<file path="src/rtl/gpio_lock_pkg.sv">
package gpio_lock_pkg;
  localparam int PIN_COUNT = 16;
  localparam int FIELD_W   = 4;
  localparam int DATA_W    = 32;
  localparam int ADDR_W    = 3;

  localparam logic [ADDR_W-1:0] A_CFG_LO = 3'd0;
  localparam logic [ADDR_W-1:0] A_CFG_HI = 3'd1;
  localparam logic [ADDR_W-1:0] A_IN     = 3'd2;
  localparam logic [ADDR_W-1:0] A_OUT    = 3'd3;
  localparam logic [ADDR_W-1:0] A_SETCLR = 3'd4;
  localparam logic [ADDR_W-1:0] A_CLR    = 3'd5;
  localparam logic [ADDR_W-1:0] A_LOCK   = 3'd6;

  localparam logic [FIELD_W-1:0] FIELD_RESET = 4'h4;

  typedef enum logic [1:0] {
    SEQ_IDLE    = 2'd0,
    SEQ_KEY_ON  = 2'd1,
    SEQ_KEY_OFF = 2'd2
  } lock_seq_e;
endpackage

</file>
<file path="src/rtl/gpio_cfg_bank.sv">
module gpio_cfg_bank #(
  parameter int NPINS   = 16,
  parameter int FIELD_W = 4,
  parameter int DATA_W  = 32
) (
  input  logic                            clk,
  input  logic                            rst,
  input  logic                            wr_lo,
  input  logic                            wr_hi,
  input  logic [DATA_W-1:0]               wdata,
  input  logic [NPINS-1:0]                frozen,
  output logic [NPINS-1:0][FIELD_W-1:0]   cfg
);
  import gpio_lock_pkg::*;
  localparam int HALF = NPINS / 2;

  for (genvar i = 0; i < NPINS; i++) begin : g_field
    localparam int OFS = FIELD_W * (i % HALF);
    logic wr_sel;
    assign wr_sel = (i < HALF) ? wr_lo : wr_hi;

    always_ff @(posedge clk) begin
      if (rst) begin
        cfg[i] <= FIELD_RESET;
      end else if (wr_sel && !frozen[i]) begin
        cfg[i] <= wdata[OFS +: FIELD_W];
      end
    end

    // a frozen field never moves
    assert_frozen_field_R10: assert property (@(posedge clk) disable iff (rst)
      frozen[i] |=> $stable(cfg[i]));
  end
endmodule

</file>
<file path="src/rtl/gpio_out_data.sv">
module gpio_out_data #(
  parameter int NPINS  = 16,
  parameter int DATA_W = 32
) (
  input  logic              clk,
  input  logic              rst,
  input  logic              wr_full,
  input  logic              wr_setclr,
  input  logic              wr_clr,
  input  logic [DATA_W-1:0] wdata,
  output logic [NPINS-1:0]  odr
);
  logic [NPINS-1:0] set_bits, clr_bits;
  assign set_bits = wdata[NPINS-1:0];
  assign clr_bits = wdata[2*NPINS-1:NPINS];

  always_ff @(posedge clk) begin
    if (rst) begin
      odr <= '0;
    end else if (wr_full) begin
      odr <= set_bits;
    end else if (wr_setclr) begin
      odr <= (odr & ~clr_bits) | set_bits;
    end else if (wr_clr) begin
      odr <= odr & ~set_bits;
    end
  end

  assert_set_bits_high_R6: assert property (@(posedge clk) disable iff (rst)
    wr_setclr |=> ((odr & $past(set_bits)) == $past(set_bits)));

  assert_clr_bits_low_R6: assert property (@(posedge clk) disable iff (rst)
    wr_setclr |=> ((odr & $past(clr_bits & ~set_bits)) == '0));

  assert_clr_only_R7: assert property (@(posedge clk) disable iff (rst)
    wr_clr |=> ((odr & $past(set_bits)) == '0));
endmodule

</file>
<file path="src/rtl/gpio_lock_seq.sv">
module gpio_lock_seq #(
  parameter int NPINS = 16
) (
  input  logic             clk,
  input  logic             rst,
  input  logic             wr_lock,
  input  logic             key_in,
  input  logic [NPINS-1:0] mask_in,
  output logic             locked,
  output logic [NPINS-1:0] lck_bits,
  output logic [NPINS-1:0] frozen
);
  import gpio_lock_pkg::*;
  lock_seq_e state;
  logic      same_mask;
  assign same_mask = (mask_in == lck_bits);

  always_ff @(posedge clk) begin
    if (rst) begin
      state    <= SEQ_IDLE;
      locked   <= 1'b0;
      lck_bits <= '0;
    end else if (wr_lock && !locked) begin
      lck_bits <= mask_in;
      unique case (state)
        SEQ_IDLE:    state <= key_in ? SEQ_KEY_ON : SEQ_IDLE;
        SEQ_KEY_ON:  state <= (!key_in && same_mask) ? SEQ_KEY_OFF : SEQ_IDLE;
        SEQ_KEY_OFF: begin
          state <= SEQ_IDLE;
          if (key_in && same_mask) locked <= 1'b1;
        end
        default:     state <= SEQ_IDLE;
      endcase
    end
  end

  assign frozen = locked ? lck_bits : '0;

  // lock holds and its mask stays put until reset
  assert_lock_sticky_R12: assert property (@(posedge clk) disable iff (rst)
    locked |=> (locked && $stable(lck_bits)));

  // locking only happens on a keyed write that ends the sequence
  assert_lock_from_key_R9: assert property (@(posedge clk) disable iff (rst)
    $rose(locked) |-> $past(wr_lock && key_in && state == SEQ_KEY_OFF));
endmodule

</file>
<file path="src/rtl/gpio_pin_decode.sv">
module gpio_pin_decode #(
  parameter int NPINS   = 16,
  parameter int FIELD_W = 4
) (
  input  logic                          clk,
  input  logic                          rst,
  input  logic [NPINS-1:0][FIELD_W-1:0] cfg,
  input  logic [NPINS-1:0]              odr,
  output logic [NPINS-1:0]              pad_out,
  output logic [NPINS-1:0]              pad_oe,
  output logic [NPINS-1:0]              pad_od,
  output logic [NPINS-1:0]              pad_af,
  output logic [NPINS-1:0]              pad_pull_en,
  output logic [NPINS-1:0]              pad_pull_up
);
  for (genvar i = 0; i < NPINS; i++) begin : g_pin
    logic is_out, is_pull;
    assign is_out  = (cfg[i][1:0] != 2'b00);
    assign is_pull = !is_out && (cfg[i][3:2] == 2'b10);

    always_ff @(posedge clk) begin
      if (rst) begin
        pad_out[i]     <= 1'b0;
        pad_oe[i]      <= 1'b0;
        pad_od[i]      <= 1'b0;
        pad_af[i]      <= 1'b0;
        pad_pull_en[i] <= 1'b0;
        pad_pull_up[i] <= 1'b0;
      end else begin
        pad_out[i]     <= odr[i];
        pad_oe[i]      <= is_out;
        pad_od[i]      <= is_out && cfg[i][2];
        pad_af[i]      <= is_out && cfg[i][3];
        pad_pull_en[i] <= is_pull;
        pad_pull_up[i] <= is_pull && odr[i];
      end
    end
  end

  assert_od_needs_oe_R3: assert property (@(posedge clk) disable iff (rst)
    ((pad_od | pad_af) & ~pad_oe) == '0);

  assert_no_pull_on_output_R4: assert property (@(posedge clk) disable iff (rst)
    (pad_pull_en & pad_oe) == '0);

  assert_pull_dir_gated_R4: assert property (@(posedge clk) disable iff (rst)
    (pad_pull_up & ~pad_pull_en) == '0);
endmodule

</file>
<file path="src/rtl/gpio_lock_port.sv">
module gpio_lock_port #(
  parameter int NPINS   = gpio_lock_pkg::PIN_COUNT,
  parameter int FIELD_W = gpio_lock_pkg::FIELD_W,
  parameter int DATA_W  = gpio_lock_pkg::DATA_W,
  parameter int ADDR_W  = gpio_lock_pkg::ADDR_W
) (
  input  logic              clk,
  input  logic              rst,
  input  logic              bus_wr,
  input  logic [ADDR_W-1:0] bus_addr,
  input  logic [DATA_W-1:0] bus_wdata,
  output logic [DATA_W-1:0] bus_rdata,
  input  logic [NPINS-1:0]  pin_in,
  output logic [NPINS-1:0]  pad_out,
  output logic [NPINS-1:0]  pad_oe,
  output logic [NPINS-1:0]  pad_od,
  output logic [NPINS-1:0]  pad_af,
  output logic [NPINS-1:0]  pad_pull_en,
  output logic [NPINS-1:0]  pad_pull_up
);
  import gpio_lock_pkg::*;
  localparam int HALF = NPINS / 2;
  localparam int PAD0 = DATA_W - NPINS;
  localparam int PAD1 = DATA_W - NPINS - 1;

  logic [NPINS-1:0][FIELD_W-1:0] cfg;
  logic [NPINS-1:0] odr, in_reg, lck_bits, frozen;
  logic             locked;

  logic wr_lo, wr_hi, wr_full, wr_setclr, wr_clr, wr_lock;
  assign wr_lo     = bus_wr && (bus_addr == A_CFG_LO);
  assign wr_hi     = bus_wr && (bus_addr == A_CFG_HI);
  assign wr_full   = bus_wr && (bus_addr == A_OUT);
  assign wr_setclr = bus_wr && (bus_addr == A_SETCLR);
  assign wr_clr    = bus_wr && (bus_addr == A_CLR);
  assign wr_lock   = bus_wr && (bus_addr == A_LOCK);

  gpio_cfg_bank #(.NPINS(NPINS), .FIELD_W(FIELD_W), .DATA_W(DATA_W)) u_cfg (
    .clk(clk), .rst(rst), .wr_lo(wr_lo), .wr_hi(wr_hi),
    .wdata(bus_wdata), .frozen(frozen), .cfg(cfg));

  gpio_out_data #(.NPINS(NPINS), .DATA_W(DATA_W)) u_odr (
    .clk(clk), .rst(rst), .wr_full(wr_full), .wr_setclr(wr_setclr),
    .wr_clr(wr_clr), .wdata(bus_wdata), .odr(odr));

  gpio_lock_seq #(.NPINS(NPINS)) u_lock (
    .clk(clk), .rst(rst), .wr_lock(wr_lock), .key_in(bus_wdata[NPINS]),
    .mask_in(bus_wdata[NPINS-1:0]), .locked(locked), .lck_bits(lck_bits),
    .frozen(frozen));

  gpio_pin_decode #(.NPINS(NPINS), .FIELD_W(FIELD_W)) u_dec (
    .clk(clk), .rst(rst), .cfg(cfg), .odr(odr),
    .pad_out(pad_out), .pad_oe(pad_oe), .pad_od(pad_od), .pad_af(pad_af),
    .pad_pull_en(pad_pull_en), .pad_pull_up(pad_pull_up));

  always_ff @(posedge clk) begin
    if (rst) begin
      in_reg    <= '0;
      bus_rdata <= '0;
    end else begin
      in_reg <= pin_in;
      unique case (bus_addr)
        A_CFG_LO: bus_rdata <= cfg[HALF-1:0];
        A_CFG_HI: bus_rdata <= cfg[NPINS-1:HALF];
        A_IN:     bus_rdata <= {{PAD0{1'b0}}, in_reg};
        A_OUT:    bus_rdata <= {{PAD0{1'b0}}, odr};
        A_LOCK:   bus_rdata <= {{PAD1{1'b0}}, locked, lck_bits};
        default:  bus_rdata <= '0;
      endcase
    end
  end

  // the input word never depends on bus writes
  assert_in_sampled_R8: assert property (@(posedge clk) disable iff (rst)
    !$past(rst) |-> (in_reg == $past(pin_in)));
endmodule

</file>
<file path="config.mk">
export PLATFORM = sky130hd
export DESIGN_NAME = gpio_lock_port
export DESIGN_NICKNAME = d
export VERILOG_FILES = /design/src/rtl/gpio_lock_pkg.sv /design/src/rtl/gpio_cfg_bank.sv /design/src/rtl/gpio_out_data.sv /design/src/rtl/gpio_lock_seq.sv /design/src/rtl/gpio_pin_decode.sv /design/src/rtl/gpio_lock_port.sv
export SDC_FILE = /design/constraint.sdc
export NUM_CORES = 1
export LEC_CHECK = 0
export CORE_MARGIN = 4
export CORE_UTILIZATION = 45
export CTS_BUF_LIST = sky130_fd_sc_hd__clkbuf_4 sky130_fd_sc_hd__clkbuf_8
export CTS_CLUSTER_SIZE = 14
export DETAILED_ROUTE_END_ITERATION = 10
export PLACE_DENSITY = 0.69
export SLEW_MARGIN = 0
export SYNTH_ARGS = -nofsm -noshare
export SYNTH_HDL_FRONTEND = slang
export SYNTH_SLANG_ARGS = --single-unit
</file>
<file path="constraint.sdc">
create_clock -name clk -period 2.4 [get_ports clk]
set_clock_uncertainty 0.05 [all_clocks]
set_input_delay 0.48 -clock clk [delete_from_list [all_inputs] [get_ports clk]]
set_output_delay 0.48 -clock clk [all_outputs]
set_load 0.01 [all_outputs]
</file>
# Word-level counts from Yosys, hierarchy flattened
# Index checks and enable logic that the tools add are counted.
classes:
  bitwise_logic: 5
  n_eq_ne: 25
  n_mux: 8
  reduce_logical: 143
ops:
  columns: ["cell", "count"]
  rows:
  - ["case mux 32 bit (5 select lines)", 1]
  - ["logical AND 1 bit", 89]
  - ["two-way mux 16 bit", 4]
  - ["== test 2 bit (second input constant)", 17]
  - ["logical NOT 1 bit", 34]
  - ["AND 16 bit", 2]
  - ["NOT 16 bit", 2]
  - ["nonzero test 2 bit", 16]
  - ["== test 16 bit", 1]
  - ["OR 16 bit", 1]
  - ["== test 3 bit (second input constant)", 3]
  - ["== test 3 x 2 -> 1 bit (second input constant)", 2]
  - ["case mux 2 bit (2 select lines)", 1]
  - ["== test 3 x 1 -> 1 bit (second input constant)", 1]
  - ["logical NOT 3 bit", 1]
  - ["AND reduction 3 bit", 1]
  - ["nonzero test 3 bit", 1]
  - ["== test 2 x 1 -> 1 bit (second input constant)", 1]
  - ["logical NOT 2 bit", 1]
  - ["two-way mux 2 bit", 1]
  - ["two-way mux 1 bit", 1]
totals:
  inputBits: 54
  elab_cells: 299
  reg_bits: 243

# Longest topological paths before layout
# Gate-level depths: netlist (run 1).
logic_depth:
  word_depth: 5
  mapped_depth: 8
  depth_no_buf: 4

# Modules after synthesis
# A second synthesis (run 1) with hierarchy kept.
hier_totals:
  hier_cells: 893
  hier_area_um2: 9546.7
by_module_without_submodules:
  columns: ["mod", "area_per_inst_um2", "cells_each", "instances"]
  rows:
  - ["gpio_pin_decode", 2915.3, 235, 1]
  - ["gpio_cfg_bank", 2708.8, 266, 1]
  - ["gpio_lock_port", 2042.0, 197, 1]
  - ["gpio_lock_seq", 993.5, 122, 1]
  - ["gpio_out_data", 887.1, 73, 1]

# Worst setup path before layout (run 1)
# OpenSTA, ideal clock, no wires.
synth_timing:
  path_type: "in2reg"
  startpoint: "input bus_addr[1]"
  endpoint: "register u_lock.state[0]"
  cell_stages: 6
  setup_slack_ps: 649
  t_arrival_ps: 1630
  path_cell_list: "buf_4 and3b_1 buf_4 nand3_4 or4b_1 a21oi_1"
synth_between:
  elab_chain_cells: 3
synth_rtl:
  columns: ["element", "line_no", "source"]
  rows:
  - ["from (decl)", "gpio_lock_port.sv:10", "input logic [ADDR_W-1:0] bus_addr,"]
  - ["== test 3 bit", "gpio_lock_port.sv:36", "assign wr_lock = bus_wr && (bus_addr == A_LOCK);"]
  - ["logical AND 1 bit", "gpio_lock_port.sv:36", null]
  - ["logical AND 1 bit", "gpio_lock_seq.sv:23", "end else if (wr_lock && !locked) begin"]
  - ["to (signal assigned)", "gpio_lock_seq.sv:26", "SEQ_IDLE: state <= key_in ? SEQ_KEY_ON : SEQ_IDLE;"]
  - ["to (signal assigned)", "gpio_lock_seq.sv:27", "SEQ_KEY_ON: state <= (!key_in && same_mask) ? SEQ_KEY_OFF : SEQ_IDLE;"]
  - ["to (decl)", "gpio_lock_seq.sv:14", "lock_seq_e state;"]
# Every way passes these cells.
# A chain may end at the register's enable or synchronous reset.

# Final worst setup path (run 1)
layout_timing:
  startpoint: "register u_dec.pad_out[14]"
  endpoint: "output pad_out[14]"
layout_rtl:
  columns: ["element", "line_no", "source"]
  rows:
  - ["from (decl)", "gpio_pin_decode.sv:9", "output logic [NPINS-1:0] pad_out,"]
  - ["from (signal, indexed assignment)", "gpio_pin_decode.sv:30", "pad_out[i] <= odr[i];"]
  - ["to (decl)", "gpio_lock_port.sv:14", "output logic [NPINS-1:0] pad_out,"]
# No word-level cell between the ends.

==> results.py, run 1 <==
metrics = {
    "status": {
        "status": "finished clean",
    },
    "cells_and_area": {
        "antenna_cells": 0,
        "drive_gt1_share_pct": 10.1,
        "largest_reg_flops": 64,
        "stdcell_area_sq_um": 11900,
        "largest_register": "u_cfg.cfg",
        "fin_nets": 1221,
        "reg_top3": "u_cfg.cfg (64), bus_rdata (32)",
        "area_delta_synth_final_pct": 36.9,
    },
    "synth": {
        "synth-xor-area-share_pct": 1.61,
        "yosysTopAreaCell": "dfxtp_1",
        "synthArstFlopShare_pct": 0,
        "syn_inst": 954,
        "synth.distinct_cells": 39,
        "synth-main-ff-cell": "dfxtp_1",
        "synthesis.nets": 1008,
        "netlist.area_leader.share_pct": 56.0,
        "synthMuxAreaShare_pct": 3.69,
        "seq_area_frac_synth_pct": 56.0,
        "synth_compound_area_share_pct": 11.0,
        "synth_simple_gate_area_share_pct": 24.3,
        "syn_area_per_cell_sq_um": 9.10,
        "yosys_warnings": 0,
        "synth.cell_area_sq_um": 8680,
        "synth_seq_cells": 243,
        "synth_top_cells_by_area": "dfxtp_1 56%, a21oi_1 6.6%, nand2_1 5.6%",
        "synth_edf_count": 0,
        "synthAdderAreaFrac_pct": 0,
        "synth_top_family_by_area": "simple AND/OR/NAND/NOR gates",
    },
    "global_routing": {
        "grt_pass1_wl_mm": 39.0,
        "grt_pass1_vias": 7131,
        "grt_antenna_before_repair": 0,
        "grt_max_degree": 59,
        "overflow": 0,
        "grtUsageTotal_pct": 22.5,
    },
    "timing": {
        "maxSlewViolCount": 0,
        "worst_pin_slew_ns": 0.613,
        "setup_viol": 0,
        "rsz0062_at_grt": "false",
        "timing.hold.ws_ns": 0.264,
        "fmax_mhz": 516,
        "slew_headroom_pct": 59.1,
        "min_period_over_period_pct": 80.7,
        "tns_ns": 0,
        "final_hold_viol_count": 0,
        "period_needed_ns": 1.94,
        "fin_ws_ns": 0.463,
    },
    "floorplan": {
        "die_x_um": 147,
        "die_height_um": 147,
        "initial_core_util_pct": 46.1,
        "ioPinCount": 182,
        "fp.coreArea_sq_um": 18800,
        "rows": 50,
        "dieArea_sq_um": 21600,
    },
    "clock_tree": {
        "cts_buffers": 40,
        "tritoncts": "built",
        "clk-insertion-delay-late_ns": 0.54,
        "cts_setup_buffers": 0,
        "clock_path_buffers": 3,
        "htreeDepth": 2,
        "clk_pin_slew_ns": 0.06,
        "cts.repair.resized": 0,
        "root_buffer": "clkbuf_8",
        "clock_sinks": 243,
        "postCtsHoldBufs": 0,
    },
    "pwr": {
        "p_total_w": 0.00867,
        "pwr_density_cell_nw_per_um2": 730,
        "cellLeakagePower_nw": 4.65,
        "ir_drop_mv": 0.451,
    },
    "placed_design": {
        "gp_congestion": 0.896,
        "port_buffers": 181,
        "preCtsSetupSlack_ns": 0.130,
        "place_hpwl_mm": 18.1,
        "dpl_cell_area_sq_um": 11000,
    },
    "worst_setup_path": {
        "worstSetupEndpointType": "output pin",
        "slowest_stage": "clkdlybuf4s50_1",
        "arrival_ns": 1.41,
        "r2r_slack_ns": 0.80,
        "start_kind": "register",
        "worstPathMaxFanout": 1,
        "cpPeakStageDelay_ns": 0.57,
        "path_cells": "clkdlybuf4s50_1",
        "critical_path_class": "reg -> out",
        "crit_family": "buffers and inverters",
        "path_buf_inv": 1,
        "cp.required_ns": 1.87,
    },
    "route": {
        "firstDrtPassIters": 5,
        "vias": 7516,
        "routedWlPerCell_um": 17.2,
        "postRouteWirelength_mm": 25.0,
        "postRouteAntennaNets": 0,
        "first_iter_violations": 736,
        "vias_per_cell": 5.16,
        "drc": 0,
    },
    "min_path": {
        "min_path_type": "in -> reg",
    },
    "flow_run": {
        "drv_cap": 0,
    },
}
synthesized netlist by cell type, types with 2 or more instances:
master / instances
and2_1: 48
inv_1: 17
buf_4: 3
nand2_1: 130
nor4_1: 4
and3_1: 17
o21ai_0: 16
nor2_1: 81
o2bb2ai_1: 15
nand2b_1: 18
xor2_1: 16
clkbuf_1: 37
dfxtp_1: 243
nor3_1: 2
mux2i_1: 32
a31oi_1: 2
buf_2: 11
a22oi_1: 16
nand3_1: 65
nor2b_1: 32
a21oi_1: 114
nand3b_1: 18
layer usage:
layer	global-route usage, %	up-vias	wire, um
met2	35.8	316	11600
li1	-	3643	-
met5	0	-	0
met4	8.04	0	636
met1	30.3	3507	10900
met3	4.94	50	1900
power breakdown:
part | switching, W | total [W] | internal, W
registers | 0.0000566 | 0.00418 | 0.00412
clock network | 0.00159 | 0.00390 | 0.00231
logic | 0.000314 | 0.000595 | 0.000281
cells in the final DEF, fill, tap and decap left out, types with 2 or more instances in the layout:
| cell | Yosys | routed |
|---|---|---|
| nor2_1 | 81 | 81 |
| o2bb2ai_1 | 15 | 15 |
| clkinvlp_4 | 0 | 2 |
| clkbuf_8 | 0 | 51 |
| xor2_1 | 16 | 16 |
| bufinv_16 | 0 | 2 |
| clkdlybuf4s50_1 | 0 | 179 |
| nor2b_1 | 32 | 32 |
| a22oi_1 | 16 | 16 |
| clkbuf_4 | 0 | 12 |
| nand3_1 | 65 | 65 |
| a31oi_1 | 2 | 2 |
| nor3_1 | 2 | 2 |
| nand2_1 | 130 | 130 |
| nand2b_1 | 18 | 18 |
| and3_1 | 17 | 17 |
| inv_1 | 17 | 17 |
| dfxtp_1 | 243 | 243 |
| mux2i_1 | 32 | 32 |
| nand3b_1 | 18 | 18 |
| clkinv_2 | 0 | 5 |
| nor4_1 | 4 | 4 |
| buf_12 | 0 | 6 |
| a21oi_1 | 114 | 114 |
| and2_1 | 48 | 48 |
| buf_4 | 3 | 37 |
| o21ai_0 | 16 | 16 |
through the flow:
| step | util [%] | std cells |
|---|---|---|
| 5_1_grt | 63.1 | 1457 |
| 2_1_floorplan | - | 954 |
| 3_3_place_gp | 58.4 | 1385 |
| 3_5_place_dp | 58.4 | 1385 |
| 6_report | 63.1 | 1457 |
| 4_1_cts | 63.1 | 1457 |
worst paths after layout:
check                               start                           end  cells after the start
min                                   rst          in_reg[0]$_SDFF_PP0_                      2
min reg2reg    u_cfg.cfg[21]$_SDFFE_PP0P_    u_cfg.cfg[21]$_SDFFE_PP0P_                      2
max reg2reg    u_lock.locked$_SDFFE_PP0P_  u_lock.state[0]$_SDFFE_PP0P_                      5
max          u_dec.pad_out[14]$_SDFF_PP0_                   pad_out[14]                      1
layout make-up:
type | count | area, sq um
Timing Repair Buffer | 223 | 2190
Multi-Input combinational cell | 641 | 3540
Clock buffer | 63 | 792
Fill cell | 1626 | 6950
Clock inverter | 9 | 100
Sequential cell | 243 | 4860
Tap cell | 260 | 325
Inverter | 18 | 67.6
cell families after synthesis:
| kind of cell | count (synthesis) |
|---|---|
| AO/OA/AOI/OAI | 168 |
| XOR/XNOR | 16 |
| buffers and inverters | 70 |
| flip-flops | 243 |
| multiplexers | 32 |
| AND/OR/NAND/NOR | 425 |
(Power assumes the default switching activity.)
==> run 2, diff against run 1 <==
- PLACE_DENSITY: 0.69 -> 0.72
- clock period: 2.4 -> 1.7 ns (I/O delays scaled with it)
==> run 2 against run 1 <==
Sequential power grew 41%. Largest cell class unchanged. Clock power increased by 38%. Critical path depth rose by 6. Combinational power rose by 47%. Clock-buffer cell count increased by 3. Global-route usage up 0.98 points. Critical endpoint is now u_cfg.cfg[23]$_SDFFE_PP0P_. Via count rose by 1.8%. Critical path type is now in -> reg.
==> results.py, run 2 (synthesized netlist as in run 1, its figures left out) <==
metrics = {
    "status": {
        "status": "finished clean",
    },
    "worst_setup_path": {
        "endpoint": "u_cfg.cfg[23]$_SDFFE_PP0P_",
        "worstPathMaxFanout": 20,
        "arrival_ns": 1.97,
        "worstSetupEndpointType": "register",
        "startpoint": "bus_addr[1]",
        "cpPeakStageDelay_ns": 0.51,
        "crit_top_cell": "nand2_1",
        "r2r-start": "u_lock.lck_bits[7]$_SDFFE_PP0P_",
        "critical_path_class": "in -> reg",
        "r2r_slack_ns": 0.22,
        "start_kind": "input pin",
        "ff2ff_path_depth": 4,
        "path_cells": "clkdlybuf4s50_1 -> buf_12 -> nor4b_4 -> buf_4 -> nand2_1 -> nand2_1 -> a21oi_1",
        "cp.required_ns": 2.08,
        "slowest_stage": "clkdlybuf4s50_1",
        "rr_endpoint": "u_lock.locked$_SDFFE_PP0P_",
    },
    "global_routing": {
        "overflow": 0,
        "grt_pass1_wl_mm": 40.6,
        "grtUsageTotal_pct": 23.5,
        "grt_antenna_before_repair": 0,
        "grt_max_degree": 29,
        "grt_pass1_vias": 7582,
    },
    "clock_tree": {
        "htreeDepth": 2,
        "clock_path_buffers": 3,
        "cts_buffers": 41,
        "clk-insertion-delay-late_ns": 0.54,
        "tritoncts": "built",
        "clk_pin_slew_ns": 0.07,
        "root_buffer": "clkbuf_8",
        "clock_sinks": 243,
    },
    "route": {
        "drc": 0,
        "firstDrtPassIters": 5,
        "first_iter_violations": 679,
        "postRouteWirelength_mm": 25.6,
        "vias_per_cell": 5.13,
        "vias": 7650,
        "routedWlPerCell_um": 17.2,
        "postRouteAntennaNets": 0,
    },
    "floorplan": {
        "dieArea_sq_um": 21600,
        "initial_core_util_pct": 46.1,
        "die_height_um": 147,
        "ioPinCount": 182,
        "rows": 50,
        "die_x_um": 147,
        "fp.coreArea_sq_um": 18800,
    },
    "pwr": {
        "p_comb_share_pct": 7.2,
        "p_total_w": 0.0122,
        "switchingPower_w": 0.00281,
        "cellLeakagePower_nw": 5.42,
        "power_frac_clock_pct": 44.4,
        "swShare_pct": 23.1,
        "pwr_density_cell_nw_per_um2": 1010,
        "ir_drop_mv": 0.591,
        "pwr-share-seq_pct": 48.5,
        "internal_power_w": 0.00936,
    },
    "cells_and_area": {
        "largest_register": "u_cfg.cfg",
        "reg_top3": "u_cfg.cfg (64), bus_rdata (32)",
        "final_common_cell": "dfxtp_1",
        "area_delta_synth_final_pct": 38.2,
        "multiInputGateArea_sq_um": 3540,
        "largest_reg_flops": 64,
        "regArea_sq_um": 4860,
        "antenna_cells": 0,
        "nFillCells": 1631,
        "layout_common_cells": "243 x dfxtp_1, 130 x nand2_1, 128 x dlygate4sd2_1",
        "drive_gt1_share_pct": 12.6,
        "fin_nets": 1255,
    },
    "timing": {
        "setup_viol": 0,
        "slew_headroom_pct": 78.4,
        "worst_pin_slew_ns": 0.323,
        "period_needed_ns": 1.59,
        "tns_ns": 0,
        "final_hold_viol_count": 0,
        "fin_ws_ns": 0.110,
        "maxSlewViolCount": 0,
        "min_period_over_period_pct": 93.5,
        "rsz0062_at_grt": "false",
        "fmax_mhz": 629,
    },
    "placed_design": {
        "place_hpwl_mm": 18.6,
        "gp_congestion": 0.934,
        "preCtsSetupSlack_ns": -0.410,
        "port_buffers": 181,
    },
    "min_path": {
        "holdCritStartpoint": "rst",
        "min_path_type": "in -> reg",
    },
    "flow_run": {
        "drv_cap": 0,
    },
}
## run 2: stage by stage
stage / cells / utilization (%) / hold slack (ns) / area [sq um]
6_report: 1491 / 63.7 / 0.144 / 12000
5_1_grt: 1491 / 63.7 / 0.145 / 12000
4_1_cts: 1491 / 63.7 / 0.117 / 12000
3_5_place_dp: 1418 / 59.9 / 0.412 / 11300
3_3_place_gp: 1418 / 59.9 / 0.408 / 11300
2_1_floorplan: 954 / - / 0.393 / 8680
## run 2: final cells by class
class                      instances  area share, %
clock buffer                      66           7.00
clock inverter                     7          0.334
timing repair buffer             256           19.3
tap                              260           2.71
sequential                       243           40.6
inverter                          18          0.563
multi-input combinational        641           29.5
## run 2: critical path: cells and delay by family
family                 cells  cell delay [ns]
AND/OR/NAND/NOR            3             0.53
buffers and inverters      3             1.01
AO/OA/AOI/OAI              1             0.07
## run 2: how the worst min path moves through the flow
| stage | endpoint | cells after the start | slack [ns] |
|---|---|---|---|
| global route | u_lock.lck_bits[6]$_SDFFE_PP0P_ | 2 | 0.15 |
| finish | u_lock.lck_bits[6]$_SDFFE_PP0P_ | 2 | 0.14 |
| CTS | u_lock.lck_bits[6]$_SDFFE_PP0P_ | 2 | 0.12 |
| floorplan | u_lock.state[0]$_SDFFE_PP0P_ | 2 | 0.39 |
| global placement | u_cfg.cfg[17]$_SDFFE_PP0P_ | 2 | 0.41 |
| detailed placement | u_cfg.cfg[45]$_SDFFE_PP0P_ | 2 | 0.41 |
## run 2: what timing repair did
item	4_1_cts	5_1_grt
setup endpoints to repair	128	0
hold buffers	0	0
gates resized for setup	128	0
setup buffers	0	0
## run 2: power groups by stage
| stage | sequential [W] | clock [W] | combinational (W) |
|---|---|---|---|
| 5_1_grt | 0.00591 | 0.00580 | 0.000938 |
| 3_5_place_dp | 0.00602 | 0 | 0.000889 |
| 3_3_place_gp | 0.00602 | 0 | 0.000880 |
| 6_report | 0.00590 | 0.00540 | 0.000874 |
| 2_1_floorplan | 0.00601 | 0 | 0.000371 |
| 4_1_cts | 0.00590 | 0.00551 | 0.000866 |
## run 2: metal layers
metal | GRT usage (%) | part of all wire, % | routed length, um | up-vias
met4 | 8.61 | 2.7 | 689 | 0
met5 | 0 | 0 | 0 | -
met1 | 30.4 | 43 | 10900 | 3545
li1 | - | - | - | 3708
met2 | 38.4 | 46 | 11900 | 343
met3 | 5.55 | 8.3 | 2120 | 54
